$ cat src/rtl/chunk_pkt_buf.sv
module chunk_pkt_buf #(
  parameter int WORD_W      = 16,
  parameter int CHUNK_WORDS = 4,
  parameter int NCHUNK      = 16,
  parameter int CDEP        = 8,
  parameter int LO          = 2,
  parameter int HI          = 5,
  parameter int BATCH       = 2,
  parameter int CPY_W       = 3
) (
  input  logic                              clk,
  input  logic                              rst_n,
  input  logic                              wr_valid,
  input  logic                              wr_first,
  input  logic                              wr_last,
  input  logic [$clog2(NCHUNK):0]           wr_len,
  input  logic [WORD_W*CHUNK_WORDS-1:0]     wr_data,
  output logic                              wr_ready,
  output logic                              wr_full,
  output logic                              pkt_valid,
  output logic [$clog2(NCHUNK)-1:0]         pkt_ptr,
  input  logic                              rd_valid,
  input  logic [$clog2(NCHUNK)-1:0]         rd_ptr,
  input  logic [CPY_W-1:0]                  rd_copies,
  output logic                              rd_ready,
  output logic                              out_valid,
  output logic [WORD_W*CHUNK_WORDS-1:0]     out_data,
  output logic                              out_last
);
  localparam int AW   = $clog2(NCHUNK);
  localparam int CW   = AW + 1;
  localparam int CAW  = $clog2(CDEP);
  localparam int CCW  = CAW + 1;
  localparam int DW   = WORD_W * CHUNK_WORDS;
  localparam int INIT = LO + BATCH;

  typedef enum logic [1:0] {MV_IDLE, MV_SPILL, MV_FILL} mv_t;

  logic [DW-1:0]     dmem [NCHUNK];
  logic [AW-1:0]     nmem [NCHUNK];
  logic [NCHUNK-1:0] lmem;
  logic [CPY_W-1:0]  cmem [NCHUNK];

  logic [AW-1:0]  cq [CDEP];
  logic [CAW-1:0] ch, ct;
  logic [CCW-1:0] cc, cc_nx;
  logic [AW-1:0]  sq [NCHUNK];
  logic [AW-1:0]  sh, st;
  logic [CW-1:0]  sc;
  mv_t            mode;
  logic [CW-1:0]  left;
  logic           rf_vld;
  logic [AW-1:0]  rf_ptr;

  logic [CW-1:0]  ftot, resv;
  logic           in_pkt;
  logic [AW-1:0]  head, prev;

  logic           rd_busy, rd_free;
  logic [AW-1:0]  rd_cur, rd_head;
  logic [CPY_W-1:0] rd_nx;

  wire [CW-1:0] avail = ftot - resv;
  assign wr_full  = wr_valid && wr_first && !in_pkt && (wr_len > avail);
  assign wr_ready = cc != '0;
  assign rd_ready = !rd_busy;

  wire          alloc   = wr_valid && wr_ready && !wr_full && (in_pkt || wr_first);
  wire [AW-1:0] aptr    = cq[ch];
  wire          spop    = (mode == MV_SPILL) && (cc > CCW'(alloc));
  wire [AW-1:0] sptr    = cq[ch + CAW'(alloc)];
  wire          fill_rd = (mode == MV_FILL) && (sc != '0);
  wire          fpush   = rd_busy && rd_free;
  wire          racc    = rd_valid && !rd_busy;
  wire [CPY_W-1:0] c0   = cmem[rd_ptr];
  wire          rlast   = (c0 == '0) ? (rd_copies <= CPY_W'(1)) : (c0 == CPY_W'(1));
  wire [CPY_W-1:0] rnx  = rlast ? '0 : ((c0 == '0) ? rd_copies - 1'b1 : c0 - 1'b1);

  assign cc_nx = cc + CCW'(fpush) + CCW'(rf_vld) - CCW'(alloc) - CCW'(spop);

  always_ff @(posedge clk) begin
    if (alloc) begin
      dmem[aptr] <= wr_data;
      lmem[aptr] <= wr_last;
      if (in_pkt) nmem[prev] <= aptr;
    end
  end

  always_ff @(posedge clk) begin
    if (!rst_n) begin
      for (int i = 0; i < CDEP; i++) cq[i] <= (i < INIT) ? AW'(i) : '0;
      for (int i = 0; i < NCHUNK; i++) begin
        sq[i]   <= (i < NCHUNK - INIT) ? AW'(i + INIT) : '0;
        cmem[i] <= '0;
      end
      ch <= '0; ct <= CAW'(INIT); cc <= CCW'(INIT);
      sh <= '0; st <= AW'(NCHUNK - INIT); sc <= CW'(NCHUNK - INIT);
      mode <= MV_IDLE; left <= '0; rf_vld <= 1'b0; rf_ptr <= '0;
      ftot <= CW'(NCHUNK); resv <= '0; in_pkt <= 1'b0; head <= '0; prev <= '0;
      pkt_valid <= 1'b0; pkt_ptr <= '0;
      rd_busy <= 1'b0; rd_free <= 1'b0; rd_cur <= '0; rd_head <= '0; rd_nx <= '0;
      out_valid <= 1'b0; out_data <= '0; out_last <= 1'b0;
    end else begin
      if (fpush)  cq[ct] <= rd_cur;
      if (rf_vld) cq[ct + CAW'(fpush)] <= rf_ptr;
      ct <= ct + CAW'(fpush) + CAW'(rf_vld);
      ch <= ch + CAW'(alloc) + CAW'(spop);
      cc <= cc_nx;
      if (spop) begin sq[st] <= sptr; st <= st + 1'b1; end
      rf_vld <= fill_rd;
      if (fill_rd) begin rf_ptr <= sq[sh]; sh <= sh + 1'b1; end
      sc   <= sc + CW'(spop) - CW'(fill_rd);
      ftot <= ftot + CW'(fpush) - CW'(alloc);

      case (mode)
        MV_IDLE:
          if (cc_nx > CCW'(HI)) begin mode <= MV_SPILL; left <= CW'(BATCH); end
          else if (cc_nx < CCW'(LO) && sc != '0) begin mode <= MV_FILL; left <= CW'(BATCH); end
        MV_SPILL:
          if (spop) begin
            left <= left - 1'b1;
            if (left == CW'(1)) begin
              if (cc_nx > CCW'(HI)) left <= CW'(BATCH);
              else mode <= MV_IDLE;
            end
          end
        default:
          if (!fill_rd || sc == CW'(1)) mode <= MV_IDLE;
          else begin
            left <= left - 1'b1;
            if (left == CW'(1)) begin
              if (cc_nx < CCW'(LO)) left <= CW'(BATCH);
              else mode <= MV_IDLE;
            end
          end
      endcase

      pkt_valid <= 1'b0;
      if (alloc) begin
        prev   <= aptr;
        in_pkt <= !wr_last;
        if (!in_pkt) begin head <= aptr; resv <= wr_len - 1'b1; end
        else resv <= resv - 1'b1;
        if (wr_last) begin
          pkt_valid <= 1'b1;
          pkt_ptr   <= in_pkt ? head : aptr;
          resv      <= '0;
        end
      end

      out_valid <= 1'b0;
      out_last  <= 1'b0;
      if (racc) begin
        rd_busy <= 1'b1; rd_cur <= rd_ptr; rd_head <= rd_ptr;
        rd_free <= rlast; rd_nx <= rnx;
      end else if (rd_busy) begin
        out_valid <= 1'b1;
        out_data  <= dmem[rd_cur];
        out_last  <= lmem[rd_cur];
        rd_cur    <= nmem[rd_cur];
        if (lmem[rd_cur]) begin
          rd_busy <= 1'b0;
          cmem[rd_head] <= rd_nx;
        end
      end
    end
  end

  AST_CACHE_BOUND: assert property (@(posedge clk) disable iff (!rst_n) cc <= CCW'(CDEP));
  AST_SPILL_ENTRY: assert property (@(posedge clk) disable iff (!rst_n) $rose(mode == MV_SPILL) |-> cc > CCW'(HI));
  AST_FILL_ENTRY: assert property (@(posedge clk) disable iff (!rst_n) $rose(mode == MV_FILL) |-> cc < CCW'(LO));
  AST_FREE_BOUND: assert property (@(posedge clk) disable iff (!rst_n) ftot <= CW'(NCHUNK));
  AST_REFUSE_NO_PKT: assert property (@(posedge clk) disable iff (!rst_n) wr_full |=> !pkt_valid);
  AST_PTR_AFTER_LAST: assert property (@(posedge clk) disable iff (!rst_n) pkt_valid |-> $past(wr_valid && wr_last && wr_ready));
  AST_OUT_FROM_READ: assert property (@(posedge clk) disable iff (!rst_n) out_valid |-> $past(rd_busy));
endmodule

$ cat config.mk
export PLATFORM = sky130hd
export DESIGN_NAME = chunk_pkt_buf
export DESIGN_NICKNAME = d
export VERILOG_FILES = /design/src/rtl/chunk_pkt_buf.sv
export SDC_FILE = /design/constraint.sdc
export NUM_CORES = 2
export LEC_CHECK = 0
export BUFFER_PORTS_ARGS = -buffer_cell sky130_fd_sc_hd__buf_2
export CORE_ASPECT_RATIO = 1.2
export CORE_UTILIZATION = 58
export CTS_BUF_LIST = sky130_fd_sc_hd__clkbuf_8
export DETAILED_ROUTE_END_ITERATION = 6
export PLACE_DENSITY = 0.78
export SLEW_MARGIN = 0
export SYNTH_ARGS = -nofsm -noshare
export SYNTH_HDL_FRONTEND = slang
export SYNTH_SLANG_ARGS = --single-unit
export TNS_END_PERCENT = 50
$ cat constraint.sdc
create_clock -name clk -period 6.95 [get_ports clk]
set_input_delay 1.39 -clock clk [delete_from_list [all_inputs] [get_ports clk]]
set_output_delay 1.39 -clock clk [all_outputs]
set_load 0.05 [all_outputs]
==> impl_metrics.ini <==
[status]
status = complete, no violations

[yosys]
ys_seq_area_share_pct = 73.36
synthTopCellsByCount = edfxtp_1, mux4_2, nor2_1
ys_top_cells_by_area = edfxtp_1, mux4_2, dfxtp_1, mux2i_1, nor2_1
postSynthAreaPerCell_um2 = 19.89
synth_seq_cells = 1390
syn-num-nets = 2896
synthesis.area_um2 = 54960
ys_types = 60
syn_inst = 2763
yosys.area.top_type_share_pct = 68.19
synthArstFlopShare_pct = 0
synth_edf_count = 1248
yosys.cell_count.top_type = edfxtp_1
synthFlopType = edfxtp_1
yosys_warnings = 0
synth_area_leader_cell = edfxtp_1

[place]
numPortBuffers = 155
dp_hpwl_mm = 65.57
gp_congestion = 0.8114
placed_area_um2 = 57230

[routing]
drt_iter0_drc = 2423
drt_first_pass_iters = 5
post_drt_wl_per_cell_um = 25.87
via_per_inst = 6.139
drc = 0
drtAntennaViolNets = 0
finalWirelength_mm = 115.1
route.vias.total = 27310

[setup_path]
critPathCaptureType = flip-flop
crit_type = flip-flop to flip-flop
worstPathArrival_ps = 7020
path_max_fanout = 7
reg2regPathDepth = 27
start_kind = flip-flop
required_ps = 7630

[die]
rows = 123
core_area_um2 = 93880
pin_count = 156
die_h_um = 339.2
die_area_um2 = 96000
die_x_um = 283.0
initial_core_util_pct = 58.54

[global_routing]
grt_usage_pct = 24.49
grt_pass1_vias = 29150
grt_max_degree = 114
antenna_found_initial = 17
grt_pass1_wl_mm = 175.5
grt_overflow = 0

[min_path]
min-delay-path-class = flip-flop to flip-flop
holdPathStages = 1

[layout]
final_area_um2 = 61090
fin_nets = 3149
drive_gt1_share_pct = 28.19
post-route-util_pct = 65.08
area_delta_synth_final_pct = 11.16
fillCellCount = 6030

[pwr]
ir_worst_vdd_uv = 295.4
cellPowerDensity_nw_per_um2 = 311.7
leakagePower_nw = 19.90
power_w = 0.01904

[clock_network]
tritoncts = done
cts-buffers-inserted = 198
cts_root_buffer = clkbuf_8
h-tree-depth = 4
clockBufferDepth = 3
cts.sinks = 1390
clock_latency_ps = 870
postCtsHoldBufs = 0
clkSlewWorstSetupHoldPaths_ps = 60
ctsResizeCount = 0
postCtsSetupRepairBufs = 0

[sta]
rsz0062_at_grt = false
slew_viol_final = 0
fin_crit_sh_pct = 91.13
min_period_ps = 6334
slew_headroom_pct = 23.54
tns_ps = 0
setup_violations = 0
tightest_slew_ps = 1147
skew_ps = 57.43
hold_viol = 0
max_freq_ghz = 0.1579

[job]
cap_violations = 0
==> area by class of cell <==
class	count	area, um^2	area share [%]
antenna	13	32.53	0.05325
clock inverter	157	910.9	1.491
timing repair buffer	202	1229	2.011
tap	1250	1564	2.560
multi-input combinational	1176	13920	22.78
sequential	1390	40340	66.03
inverter	48	182.7	0.2990
clock buffer	212	2918	4.776
==> critical path, cell delays in order, from the launching register on <==
cell      delay, ps
dfxtp_1         370
ha_1            160
inv_1            60
fa_1            400
a21o_1          170
a21oi_1         170
xnor2_1         120
ha_1            310
nand3_1          90
o21ai_0         240
a21oi_2          90
or2_2           330
inv_1            80
ha_1            220
o211a_1         270
nor3b_2         230
fa_1            460
inv_1            80
fa_1            170
ha_1            150
inv_1            60
fa_1            400
xor2_1          420
nor4b_1         130
or4_1           490
a21o_1          240
nand2_1         150
o221ai_1        140
==> sequential cells by signal, summed over array words and instances, names as in the netlist, 5 cells and up, named ones only <==
register / cells
cmem: 48
cq: 32
dmem: 1024
ftot: 5
left: 5
lmem: 16
nmem: 64
out_data: 64
resv: 5
sc: 5
sq: 64
==> cells by family after synthesis <==
family                   synth area share, %
AO/OA/AOI/OAI                          1.632
XOR/XNOR                              0.4143
adder cells (fa/ha/maj)                1.243
buffers and inverters                  1.548
flip-flops                             73.36
multiplexers                           17.87
AND/OR/NAND/NOR                        3.929
==> layer usage <==
layer  up-vias  global-route usage (%)  wire [um]
met5         -                       0         97
met4        14                   8.696       2998
met3       219                   5.094       8891
met2      1190                   41.78      59910
met1     14150                   31.37      43170
li1      11740                       -          -
==> power breakdown <==
| part | internal (W) | total (W) | switching [W] |
|---|---|---|---|
| sequential | 0.00966 | 0.00996 | 0.000297 |
| combinational | 0.00120 | 0.00296 | 0.00176 |
| clock | 0.00313 | 0.00612 | 0.00299 |
==> final timing paths <==
kind	slack, ps	startpoint	end
setup / recovery	620	resv[0]	left[3]
hold / removal	470	pkt_ptr[0]	pkt_ptr[0]
setup reg to reg	620	resv[0]	left[3]
hold reg to reg	470	pkt_ptr[0]	pkt_ptr[0]
==> layout by cell type, fill, tap and decap left out, types with 11 or more instances in the layout <==
| master | n |
|---|---|
| mux2i_1 | 88 |
| dfxtp_1 | 137 |
| a22o_1 | 27 |
| clkinv_2 | 16 |
| and2_1 | 12 |
| o21ai_0 | 31 |
| mux4_2 | 394 |
| nor3_1 | 19 |
| edfxtp_1 | 1248 |
| buf_4 | 39 |
| xnor2_1 | 12 |
| nor2_1 | 214 |
| clkinv_1 | 37 |
| nor2_4 | 16 |
| clkbuf_8 | 212 |
| xor2_1 | 14 |
| a21oi_1 | 24 |
| diode_2 | 13 |
| nand3_1 | 26 |
| nand2_1 | 110 |
| ha_1 | 45 |
| buf_2 | 155 |
| nand3b_1 | 11 |
| inv_1 | 129 |
==> through the flow <==
| step | setup WS (ps) | instances | hold WS [ps] |
|---|---|---|---|
| after CTS | 632.4 | 4435 | 463.6 |
| after floorplan | 109.6 | 2763 | 432.1 |
| final | 616.1 | 4448 | 466.7 |
| after global routing | 117.9 | 4446 | 478.4 |
| after global placement | 764.6 | 4066 | 449.1 |
| after detailed placement | 541.4 | 4066 | 447.2 |
Note: power is estimated with default switching activity, not from simulation.
